==> src/rtl/lsu_agen.sv <==
module lsu_agen #(
  parameter int AW   = 32,
  parameter int IMMW = 12,
  parameter int NREG = 16,
  localparam int IW  = $clog2(NREG),
  localparam int CW  = $clog2(NREG + 1)
) (
  input  logic            clk,
  input  logic            rst_n,
  input  logic            start,
  output logic            busy,
  input  logic [AW-1:0]   base,
  input  logic [IMMW-1:0] imm_ofs,
  input  logic [AW-1:0]   reg_ofs,
  input  logic            ofs_is_reg,
  input  logic            add_ofs,
  input  logic            pre_idx,
  input  logic            wb_req,
  input  logic            byte_acc,
  input  logic            blk,
  input  logic [NREG-1:0] reg_mask,
  input  logic [IW-1:0]   xfer_reg,
  output logic            mem_valid,
  input  logic            mem_ready,
  output logic [AW-1:0]   addr,
  output logic [3:0]      lane,
  output logic [IW-1:0]   reg_idx,
  output logic            wb_en,
  output logic [AW-1:0]   wb_value,
  output logic            done
);

  logic [AW-1:0]   ofs, moved, pick, addr_q, wbv_q;
  logic [3:0]      lane_q;
  logic [IW-1:0]   rd_q, low_idx;
  logic [NREG-1:0] rem_q;
  logic [CW-1:0]   cnt;
  logic            blk_q, wbe_q, busy_q, done_q, wben_q;
  logic            hs, last, accept, empty_blk;

  assign ofs       = ofs_is_reg ? reg_ofs : AW'(imm_ofs);
  assign moved     = add_ofs ? base + ofs : base - ofs;
  assign pick      = pre_idx ? moved : base;
  assign accept    = start & ~busy_q;
  assign empty_blk = reg_mask == '0;
  assign hs        = busy_q & mem_ready;
  assign last      = ~blk_q | ((rem_q & (rem_q - 1'b1)) == '0);

  always_comb begin
    cnt = '0;
    for (int i = 0; i < NREG; i++) cnt = cnt + CW'(reg_mask[i]);
  end

  always_comb begin
    low_idx = '0;
    for (int i = NREG - 1; i >= 0; i--)
      if (rem_q[i]) low_idx = IW'(i);
  end

  always_ff @(posedge clk or negedge rst_n) begin
    if (!rst_n) begin
      busy_q <= 1'b0;
      done_q <= 1'b0;
      wben_q <= 1'b0;
      blk_q  <= 1'b0;
      wbe_q  <= 1'b0;
      addr_q <= '0;
      wbv_q  <= '0;
      lane_q <= '0;
      rd_q   <= '0;
      rem_q  <= '0;
    end else begin
      done_q <= 1'b0;
      wben_q <= 1'b0;
      if (accept) begin
        blk_q <= blk;
        rd_q  <= xfer_reg;
        rem_q <= reg_mask;
        if (blk) begin
          addr_q <= {base[AW-1:2], 2'b00};
          lane_q <= 4'hF;
          wbv_q  <= base + (AW'(cnt) << 2);
          wbe_q  <= wb_req;
          busy_q <= ~empty_blk;
          done_q <= empty_blk;
          wben_q <= empty_blk & wb_req;
        end else begin
          addr_q <= byte_acc ? pick : {pick[AW-1:2], 2'b00};
          lane_q <= byte_acc ? (4'b0001 << pick[1:0]) : 4'hF;
          wbv_q  <= moved;
          wbe_q  <= wb_req | ~pre_idx;
          busy_q <= 1'b1;
        end
      end else if (hs) begin
        if (last) begin
          busy_q <= 1'b0;
          done_q <= 1'b1;
          wben_q <= wbe_q;
        end else begin
          addr_q <= addr_q + AW'(4);
          rem_q  <= rem_q & (rem_q - 1'b1);
        end
      end
    end
  end

  assign busy      = busy_q;
  assign mem_valid = busy_q;
  assign addr      = addr_q;
  assign lane      = lane_q;
  assign reg_idx   = blk_q ? low_idx : rd_q;
  assign wb_en     = wben_q;
  assign wb_value  = wbv_q;
  assign done      = done_q;

endmodule

==> config.mk <==
export PLATFORM = sky130hd
export DESIGN_NAME = lsu_agen
export DESIGN_NICKNAME = d
export VERILOG_FILES = /design/src/rtl/lsu_agen.sv
export SDC_FILE = /design/constraint.sdc
export NUM_CORES = 1
export LEC_CHECK = 0
export ABC_AREA = 1
export CAP_MARGIN = 5
export CELL_PAD_IN_SITES_DETAIL_PLACEMENT = 1
export CELL_PAD_IN_SITES_GLOBAL_PLACEMENT = 1
export CORE_MARGIN = 2
export CORE_UTILIZATION = 35
export DETAILED_ROUTE_END_ITERATION = 12
export DONT_BUFFER_PORTS = 1
export GPL_TIMING_DRIVEN = 0
export PLACE_DENSITY_LB_ADDON = 0.1
export SLEW_MARGIN = 20
export SYNTH_ARGS = -nofsm -noshare
export SYNTH_HDL_FRONTEND = slang
export SYNTH_SLANG_ARGS = --single-unit
==> constraint.sdc <==
create_clock -name clk -period 4.2 [get_ports clk]
set_input_delay 0.84 -clock clk [delete_from_list [all_inputs] [get_ports clk]]
set_output_delay 0.84 -clock clk [all_outputs]
set_load 0.01 [all_outputs]
==> metrics, run 1 <==
cell breakdown of the critical path=inv_8 -> fa_1 -> fa_1 -> fa_2 -> fa_1 -> inv_2 -> ha_4 -> fa_2 -> xor2_1 -> ha_2 -> nand3_2 -> nand2_2 -> nand2_2 -> nand2_4 -> buf_6 -> nand2_8 -> nor3_4 -> nand2_1 -> nand2_1 -> nand3_1 -> nand3_1 -> nand2_1; IO Count=182; count of routing violations after the opening detailed-route iteration=602; Nets=1893; number of antenna violations at the first check in global routing=0; antenna-violating nets left=0; hold crit path type=input port to asynchronous set/reset pin; number of synthesis warnings=0; global-route wire length before repair=66700 um; met1 routing resource usage after global routing=35.3%; number of placement rows=63; busiest layer in global routing=met2; number of storage elements in the synthesis netlist=93; vias in the first global route=11600; setup repair after global routing missed its margin=true; Synth cell types=53; largest buffer count on any clock path=2; leakage power=5.82 nW; worst clock skew=7.71 ps; reg-to-reg startpoint=busy$_DFFE_PN0P_; Peak VDD IR=0.227 mV; syn nets=1870; Highest Clock Rate=203 MHz; clk root buf=sky130_fd_sc_hd__clkbuf_16; clock tree from TritonCTS=done; crit path from=reg_mask[5]; Vias=11300; final hold violation count=0; count of H-tree levels built during CTS=3; Initial Utilization=35.4%; wire length after detailed routing=43700 um; startpoint type of the worst setup path=input port; leading register cell type out of synthesis=sky130_fd_sc_hd__dfrtp_1; least setup slack across all paths after layout=-724 ps; DIE AREA=31200 um^2; violations in the final reports=negative setup slack; GP Congestion=0.900; final critical-path required period=4920 ps; worst hold margin=164 ps; HPWL Detailed=36400 um; post-route clock period utilization=117%; Setup Total Neg Slack=-13820 ps; run status=finished, violations left; ratio of cells with drive above 1 in the final layout=11.1%; Syn Inst Count=1708; data required time at the worst endpoint=4450 ps; Worst Path Class, Setup=input port to register; slew at the pin closest to its max-slew limit=928 ps; height of the die=177 um; worst-case headroom to the max-slew limit=38.1%; cell area power density=553 nW/um^2; largest net degree at the start of global routing=94; fraction of the yosys area taken by sequential cells=22.3%; share of synthesized registers carrying an async set or reset=100%; Std-Cell Core Area=29500 um^2; mean number of vias per cell=5.31; number of clock sinks seen by CTS=93; met3 Use GR=4.23%; mean cell area of the mapped netlist=6.11 um^2; average detailed-routed wire length per instance=20.6 um; area overhead of the layout relative to synthesis=13.1%; Worst setup EP type=register; Worst Path Max Fanout=5; DRC viols=0; number of buffers inserted during clock tree synthesis=9; router iterations before antenna repair=5; final design area excluding fillers=11800 um^2; max-cap viol count=0; met2 GRT Util=49.3%; Congestion Overflow GR=0; critical path data arrival time=5180 ps; number of port buffers=0; Placed Instance Area=11000 um^2; stage delay of the slowest cell on the critical path=550 ps; Antenna diodes=0; number of flops mapped to enable cells by yosys=0; slowest cell on the critical path=sky130_fd_sc_hd__fa_1; clock input transition at the sequential cells of the worst setup and hold paths=70 ps; hold bufs inserted after CTS=0; horizontal die dimension=177 um; max-slew violation total from the final report=0; Clock Latency Late Sink=360 ps; Mapped Area=10400 um^2; count of final setup violators=26; total routing resource utilization after global routing=28.1%
-- cells in the mapped netlist, types with 21 or more instances --
library cell / n / area, um^2
sky130_fd_sc_hd__o21ai_1: 30 / 150
sky130_fd_sc_hd__inv_1: 229 / 860
sky130_fd_sc_hd__clkbuf_1: 21 / 78.8
sky130_fd_sc_hd__nand3_1: 123 / 616
sky130_fd_sc_hd__a21oi_1: 92 / 460
sky130_fd_sc_hd__dfrtp_1: 93 / 2330
sky130_fd_sc_hd__nor2_1: 149 / 559
sky130_fd_sc_hd__ha_1: 44 / 551
sky130_fd_sc_hd__nand4_1: 24 / 150
sky130_fd_sc_hd__xor2_1: 51 / 447
sky130_fd_sc_hd__nor3_1: 37 / 185
sky130_fd_sc_hd__nand2_1: 570 / 2140
sky130_fd_sc_hd__o21ai_0: 72 / 360
-- cell usage in the layout, fill, tap and decap left out, types with 10 or more instances in the layout --
cell type | Yosys | layout
sky130_fd_sc_hd__a21oi_1 | 92 | 88
sky130_fd_sc_hd__buf_6 | 9 | 14
sky130_fd_sc_hd__clkbuf_1 | 21 | 23
sky130_fd_sc_hd__dfrtp_1 | 93 | 93
sky130_fd_sc_hd__ha_1 | 44 | 38
sky130_fd_sc_hd__inv_1 | 229 | 216
sky130_fd_sc_hd__inv_2 | 4 | 12
sky130_fd_sc_hd__nand2_1 | 570 | 551
sky130_fd_sc_hd__nand2_2 | 14 | 26
sky130_fd_sc_hd__nand3_1 | 123 | 110
sky130_fd_sc_hd__nand3_2 | 3 | 13
sky130_fd_sc_hd__nand4_1 | 24 | 24
sky130_fd_sc_hd__nor2_1 | 149 | 139
sky130_fd_sc_hd__nor2_2 | 13 | 16
sky130_fd_sc_hd__nor2_4 | 3 | 10
sky130_fd_sc_hd__nor3_1 | 37 | 32
sky130_fd_sc_hd__nor4_1 | 11 | 11
sky130_fd_sc_hd__o211ai_2 | 14 | 14
sky130_fd_sc_hd__o21ai_0 | 72 | 65
sky130_fd_sc_hd__o21ai_1 | 30 | 35
sky130_fd_sc_hd__xnor2_1 | 13 | 12
sky130_fd_sc_hd__xor2_1 | 51 | 50
-- report_power, final --
part	switching (mW)	total, mW	internal, mW
Clock	0.392	0.912	0.520
Combinational	2.36	3.73	1.36
Sequential	0.611	1.89	1.28
-- path summary, 6_finish.rpt --
kind,end,slack (ps),cells after the start
worst max register to register,wb_value[18]$_DFFE_PN0P_,1640,7
worst min register to register,wbe_q$_DFFE_PN0P_,490,2
worst max-delay path,wb_value[26]$_DFFE_PN0P_,-720,22
worst min-delay path,rem_q[11]$_DFFE_PN0P_,160,0
min in group clk,wbe_q$_DFFE_PN0P_,490,2
max in group asynchronous,wb_value[2]$_DFFE_PN0P_,3880,0
-- sequential cells by signal, indices dropped and copies added (netlist names) --
register / flops
wbe_q: 1
rd_q: 4
done: 1
wb_en: 1
blk_q: 1
lane: 4
rem_q: 16
busy: 1
wb_value: 32
addr: 32
-- what timing repair did --
action	CTS	global route
setup buffers	7	7
pin swaps	15	38
setup endpoints to repair	27	37
gates resized for setup	24	84
-- critical path: cells and delay by family --
| kind | cells | cell delay [ps] |
|---|---|---|
| xor+xnor | 1 | 150 |
| buf+inv | 3 | 180 |
| simple gates | 11 | 1080 |
| fa+ha+maj | 7 | 2930 |
-- per-layer routing --
metal / vias up / routed length [um]
met5: - / 0
met4: 0 / 1140
met3: 53 / 1940
met2: 236 / 21200
met1: 5434 / 19400
li1: 5559 / -
-- area by class of cell --
class,instances,area (um^2)
Buffer,43,245
Clock buffer,11,233
Clock inverter,4,73.8
Fill cell,3984,17700
Inverter,236,922
Multi-Input combinational cell,1336,7400
Sequential cell,93,2330
Tap cell,390,488
Timing Repair Buffer,12,121
-- kinds of logic (layout without fill, tap and decap cells) --
family	count (synthesis)	count (layout)	synth area share (%)
AOI/OAI and AO/OA	253	253	14.4
xor gates and xnor gates	64	64	5.37
adders and majority gates	56	56	7.57
buffers and inverters	279	306	10.9
DFF	93	93	22.3
and+or+nand+nor	963	963	39.5
-- metrics by stage --
| step | std cells | util (%) | power [mW] | setup WS (ps) |
|---|---|---|---|---|
| floorplan | 1708 | - | 4.14 | -776 |
| global placement | 2098 | 37.3 | 5.09 | -1390 |
| detailed placement | 2098 | 37.3 | 5.16 | -1430 |
| CTS | 2120 | 38.8 | 6.23 | -673 |
| global route | 2125 | 40.1 | 7.03 | -845 |
| finish | 2125 | 40.1 | 6.53 | -724 |
(Power assumes the default switching activity.)
==> run 2: changes to the inputs <==
--- a/config.mk
+++ b/config.mk
@@ -14,8 +14,9 @@
 export DETAILED_ROUTE_END_ITERATION = 12
 export DONT_BUFFER_PORTS = 1
 export GPL_TIMING_DRIVEN = 0
+export HOLD_SLACK_MARGIN = 0.12
 export PLACE_DENSITY_LB_ADDON = 0.1
-export SLEW_MARGIN = 20
+export SLEW_MARGIN = 0
 export SYNTH_ARGS = -nofsm -noshare
 export SYNTH_HDL_FRONTEND = slang
 export SYNTH_SLANG_ARGS = --single-unit
==> constraint.sdc (replaced) <==
create_clock -name clk -period 4.4 [get_ports clk]
set_input_delay 0.88 -clock clk [delete_from_list [all_inputs] [get_ports clk]]
set_output_delay 0.88 -clock clk [all_outputs]
set_load 0.01 [all_outputs]
==> run 2 against run 1 <==
Net effect: first-iteration DRC count increased by 30%; highest routed layer unchanged; the flow still finishes with violations (negative setup slack); largest power group unchanged; sequential share of layout area increased by 0.26 points; via count increased by 0.77%; sequential cell count unchanged; clock skew decreased by 3.6 ps.
==> metrics, run 2 (synthesis results as in run 1) <==
cell area power density=527 nW/um^2; critical path data arrival time=5210 ps; final hold violation count=0; antenna-violating nets left=0; most frequent cells in the layout=sky130_fd_sc_hd__nand2_1, sky130_fd_sc_hd__inv_1, sky130_fd_sc_hd__nor2_1, sky130_fd_sc_hd__nand3_1, sky130_fd_sc_hd__dfrtp_1; average detailed-routed wire length per instance=20.6 um; setup repair after global routing missed its margin=true; startpoint type of the worst setup path=input port; count of H-tree levels built during CTS=3; Congestion Overflow GR=0; Power Total=6.14 mW; Setup Total Neg Slack=-9460 ps; data required time at the worst endpoint=4660 ps; post-route clock period utilization=112%; Std-Cell Core Area=29500 um^2; wire length after detailed routing=43800 um; clock input transition at the sequential cells of the worst setup and hold paths=70 ps; Top cell by count, worst path=sky130_fd_sc_hd__nand2_2; global-route wire length before repair=66900 um; post-route non-filler standard cell count=2129; Peak VDD IR=0.198 mV; Worst Path Class, Setup=input port to register; horizontal die dimension=177 um; number of placement rows=63; height of the die=177 um; number of port buffers=0; Worst Path Max Fanout=5; count of routing violations after the opening detailed-route iteration=785; Clock Latency Late Sink=370 ps; stage delay of the slowest cell on the critical path=540 ps; area overhead of the layout relative to synthesis=11.6%; final critical-path required period=4950 ps; leakage power=5.79 nW; worst-case headroom to the max-slew limit=38.3%; hold crit path type=input port to asynchronous set/reset pin; worst clock skew=4.11 ps; Antenna diodes=0; max-cap viol count=0; number of clock sinks seen by CTS=93; most common cell after layout, fill and taps aside=sky130_fd_sc_hd__nand2_1; DRC viols=0; total routing resource utilization after global routing=28.2%; number of antenna violations at the first check in global routing=0; IO Count=182; router iterations before antenna repair=5; count of final setup violators=25; number of fillers in the final layout=3966; worst setup timing slack at the placement stage=-1260 ps; Worst setup EP type=register; vias in the first global route=11700; worst hold margin=205 ps; HPWL Detailed=36300 um; utilization after layout=39.5%; violations in the final reports=negative setup slack; ratio of cells with drive above 1 in the final layout=9.95%; Nets=1897; hold bufs inserted after CTS=0; number of placed instances, taps included=2098; run status=finished, violations left; clock tree from TritonCTS=done; clk root buf=sky130_fd_sc_hd__clkbuf_16; cell breakdown of the critical path=inv_8 -> fa_1 -> fa_1 -> fa_1 -> fa_1 -> inv_2 -> ha_4 -> fa_2 -> xor2_1 -> ha_2 -> nand3_2 -> nand2_2 -> nand2_2 -> nand2_2 -> nand2_2 -> nor2_4 -> nand2_2 -> nor2_4 -> nand2_1 -> nand2_1 -> nand3_1 -> nand3_1 -> nand2_1; largest net degree at the start of global routing=94; Vias=11400; slew at the pin closest to its max-slew limit=925 ps; final design area excluding fillers=11700 um^2; largest buffer count on any clock path=2; DIE AREA=31200 um^2; Initial Utilization=35.4%; slowest cell on the critical path=sky130_fd_sc_hd__fa_1; Highest Clock Rate=202 MHz; least setup slack across all paths after layout=-549 ps; mean number of vias per cell=5.34; GP Congestion=0.901; max-slew violation total from the final report=0; Placed Instance Area=11000 um^2; number of buffers inserted during clock tree synthesis=9
[run 2: changes by cell type in the layout (fill, tap and decap cells not counted), sizes merged]
cell / delta
bufinv: +1
clkinv: -2
buf: +4
clkinvlp: +1
[run 2: final timing paths]
path | startpoint | endpoint | slack (ps) | cells after the start
min in group clk | rd_q[1]$_DFFE_PN0P_ | rd_q[1]$_DFFE_PN0P_ | 490 | 2
worst min register to register | rd_q[1]$_DFFE_PN0P_ | rd_q[1]$_DFFE_PN0P_ | 490 | 2
worst min-delay path | rst_n | rem_q[12]$_DFFE_PN0P_ | 210 | 0
worst max register to register | busy$_DFFE_PN0P_ | blk_q$_DFFE_PN0P_ | 1860 | 6
worst max-delay path | reg_mask[15] | wb_value[30]$_DFFE_PN0P_ | -550 | 23
max in group asynchronous | rst_n | addr[23]$_DFFE_PN0P_ | 4020 | 0
[run 2: power by group]
group | leakage (nW) | switching (mW) | internal, mW | total [mW]
clock network | 0.156 | 0.380 | 0.554 | 0.934
logic | 4.47 | 2.19 | 1.20 | 3.39
registers | 1.16 | 0.586 | 1.22 | 1.81
[run 2: critical path, delay by kind of cell]
| family | cells | cell delay [ps] |
|---|---|---|
| adder cells (fa/ha/maj) | 7 | 2910 |
| AND/OR/NAND/NOR | 13 | 1180 |
| XOR/XNOR | 1 | 150 |
| buffers and inverters | 2 | 60 |
[run 2: metal layers]
layer	up-vias	wire [um]	global-route usage [%]
met3	53	2380	4.57
met1	5487	19100	35.5
met5	-	0	0
met2	279	21300	49.5
li1	5550	-	-
met4	0	1020	8.20
[run 2: final cells by class]
class / count / area, um^2 / area share (%)
tap: 390 / 488 / 4.19
buffer: 43 / 245 / 2.10
clock buffer: 11 / 233 / 2.00
sequential: 93 / 2330 / 20.0
clock inverter: 4 / 97.6 / 0.837
multi-input combinational: 1336 / 7240 / 62.1
timing repair buffer: 16 / 124 / 1.06
inverter: 236 / 902 / 7.74
[run 2: timing repair]
action,in CTS,in global routing
setup buffers,12,4
gates resized for setup,25,34
pin swaps,17,18
hold endpoints to repair,0,0
endpoints found under the setup margin,25,28
==> run 3: changes to the inputs <==
--- a/config.mk
+++ b/config.mk
@@ -16,6 +16,7 @@
 export GPL_TIMING_DRIVEN = 0
 export HOLD_SLACK_MARGIN = 0.12
 export PLACE_DENSITY_LB_ADDON = 0.1
+export SKIP_LAST_GASP = 1
 export SLEW_MARGIN = 0
 export SYNTH_ARGS = -nofsm -noshare
 export SYNTH_HDL_FRONTEND = slang
==> run 3 against run 2 <==
Net effect: the flow still finishes with violations (negative setup slack); clock power hardly changed; maximum frequency is 0.20% higher; critical path depth stayed put; non-clock buffer count stayed put; sequential power hardly changed; sequential share of layout area is 0.11 points higher; clock skew hardly changed; global-route usage stayed put; worst hold slack hardly changed; critical path type unchanged.
==> metrics, run 3 (synthesis results as in run 1) <==
run status=finished, violations left; worst clock skew=4.34 ps; ratio of cells with drive above 1 in the final layout=9.32%; critical path data arrival time=5200 ps; Std-Cell Core Area=29500 um^2; most frequent cells in the layout=sky130_fd_sc_hd__nand2_1, sky130_fd_sc_hd__inv_1, sky130_fd_sc_hd__nor2_1, sky130_fd_sc_hd__nand3_1, sky130_fd_sc_hd__dfrtp_1; most common cell after layout, fill and taps aside=sky130_fd_sc_hd__nand2_1; hold crit path type=input port to asynchronous set/reset pin; reg-to-reg startpoint=busy$_DFFE_PN0P_; total routing resource utilization after global routing=28.2%; count of routing violations after the opening detailed-route iteration=698; horizontal die dimension=177 um; vias in the first global route=11700; number of clock sinks seen by CTS=93; global-route wire length before repair=66900 um; Clock Latency Late Sink=370 ps; Antenna diodes=0; number of cells on the worst reg-to-reg path=6; Peak VDD IR=0.208 mV; largest buffer count on any clock path=2; slowest cell on the critical path=sky130_fd_sc_hd__fa_1; final critical-path required period=4940 ps; least setup slack across all paths after layout=-540 ps; max-slew violation total from the final report=0; area overhead of the layout relative to synthesis=11.0%; Initial Utilization=35.4%; clk root buf=sky130_fd_sc_hd__clkbuf_16; worst-case headroom to the max-slew limit=39.3%; Worst setup EP type=register; delay-heaviest family, CP=adder cells; Vias=11400; post-route clock period utilization=112%; number of placed instances, taps included=2098; max-cap viol count=0; HPWL Detailed=36300 um; GP Congestion=0.901; average detailed-routed wire length per instance=20.6 um; DIE AREA=31200 um^2; setup slack, reg-to-reg=1850 ps; count of final setup violators=25; DRC viols=0; number of placement rows=63; wire length after detailed routing=43800 um; worst setup timing slack at the placement stage=-1260 ps; number of port buffers=0; Highest Clock Rate=202 MHz; Nets=1897; largest net degree at the start of global routing=94; Worst Path Class, Setup=input port to register; startpoint type of the worst setup path=input port; crit path from=reg_mask[15]; mean number of vias per cell=5.33; Setup crit end=wb_value[30]$_DFFE_PN0P_; number of antenna violations at the first check in global routing=0; Top cell by count, worst path=sky130_fd_sc_hd__nand2_2; final hold violation count=0; cell area power density=526 nW/um^2; violations in the final reports=negative setup slack; Congestion Overflow GR=0; worst hold margin=205 ps; post-route non-filler standard cell count=2129; height of the die=177 um; hold bufs inserted after CTS=0; leakage power=5.77 nW; critical path buffer and inverter count=2; Setup Total Neg Slack=-9620 ps; antenna-violating nets left=0; data required time at the worst endpoint=4660 ps; stage delay of the slowest cell on the critical path=540 ps; stages on the worst setup path=23; IO Count=182; Worst Path Max Fanout=5; cell breakdown of the critical path=inv_8 -> fa_1 -> fa_1 -> fa_1 -> fa_1 -> inv_2 -> ha_4 -> fa_2 -> xor2_1 -> ha_2 -> nand3_2 -> nand2_2 -> nand2_2 -> nand2_2 -> nand2_2 -> nor2_4 -> nand2_2 -> nor2_4 -> nand2_1 -> nand2_1 -> nand3_1 -> nand3_1 -> nand2_1; endpoint of the worst-slack reg-to-reg timing path=blk_q$_DFFE_PN0P_; slew at the pin closest to its max-slew limit=911 ps; router iterations before antenna repair=5; count of H-tree levels built during CTS=3; clock tree from TritonCTS=done; number of buffers inserted during clock tree synthesis=9; clock input transition at the sequential cells of the worst setup and hold paths=70 ps; setup repair after global routing missed its margin=true
==> run 3: cell count changes in the layout (fill, tap and decap cells not counted), moves of 2 or more <==
cell,previous run,this run
sky130_fd_sc_hd__nand3_1,110,115
sky130_fd_sc_hd__nand3_2,14,9
sky130_fd_sc_hd__nand2_2,23,26
sky130_fd_sc_hd__o21ai_1,34,37
sky130_fd_sc_hd__o21ai_2,8,5
sky130_fd_sc_hd__nand2_1,558,556
==> run 3: stage by stage <==
stage	util [%]	total power, mW	area [um^2]
floorplan	-	3.95	10500
global placement	37.3	4.86	11000
detailed placement	37.3	4.93	11000
CTS	39.0	6.01	11500
global route	39.3	6.59	11600
finish	39.3	6.09	11600
==> run 3: cell type report <==
| cell class | instances | area (um^2) |
|---|---|---|
| Inverter | 236 | 902 |
| Clock inverter | 4 | 97.6 |
| Timing Repair Buffer | 16 | 128 |
| Tap cell | 390 | 488 |
| Buffer | 43 | 245 |
| Multi-Input combinational cell | 1336 | 7170 |
| Sequential cell | 93 | 2330 |
| Fill cell | 3972 | 17900 |
| Clock buffer | 11 | 233 |
==> run 3: power by group <==
group          switching [mW]  internal [mW]
registers               0.584           1.22
clock network           0.383          0.554
logic                    2.17           1.18
total                    3.13           2.96
==> run 3: routing by layer <==
| layer | GRT usage, % | up-vias | wire, um |
|---|---|---|---|
| li1 | - | 5545 | - |
| met1 | 35.5 | 5468 | 18900 |
| met2 | 49.5 | 288 | 21200 |
| met3 | 4.57 | 56 | 2580 |
| met4 | 8.20 | 0 | 1030 |
| met5 | 0 | - | 0 |
==> run 3: timing repair <==
item                                    CTS  global route
buffers inserted                         12             5
endpoints found under the setup margin   25            28
gates cloned                              0             0
pin swaps                                16            18
resized for setup                        25            23
==> run 3: worst reg2reg max path: cells and delay by family (launching register included) <==
kind,cells,cell delay (ps)
compound gates,1,160
buf+inv,4,1570
flops,1,440
simple gates,1,230
==> run 3: worst min-delay path by stage <==
stage	to	slack, ps
floorplan	rd_q[0]$_DFFE_PN0P_	450
global placement	rd_q[2]$_DFFE_PN0P_	470
detailed placement	rd_q[1]$_DFFE_PN0P_	480
CTS	wb_value[23]$_DFFE_PN0P_	200
global route	rem_q[13]$_DFFE_PN0P_	200
finish	rem_q[12]$_DFFE_PN0P_	200
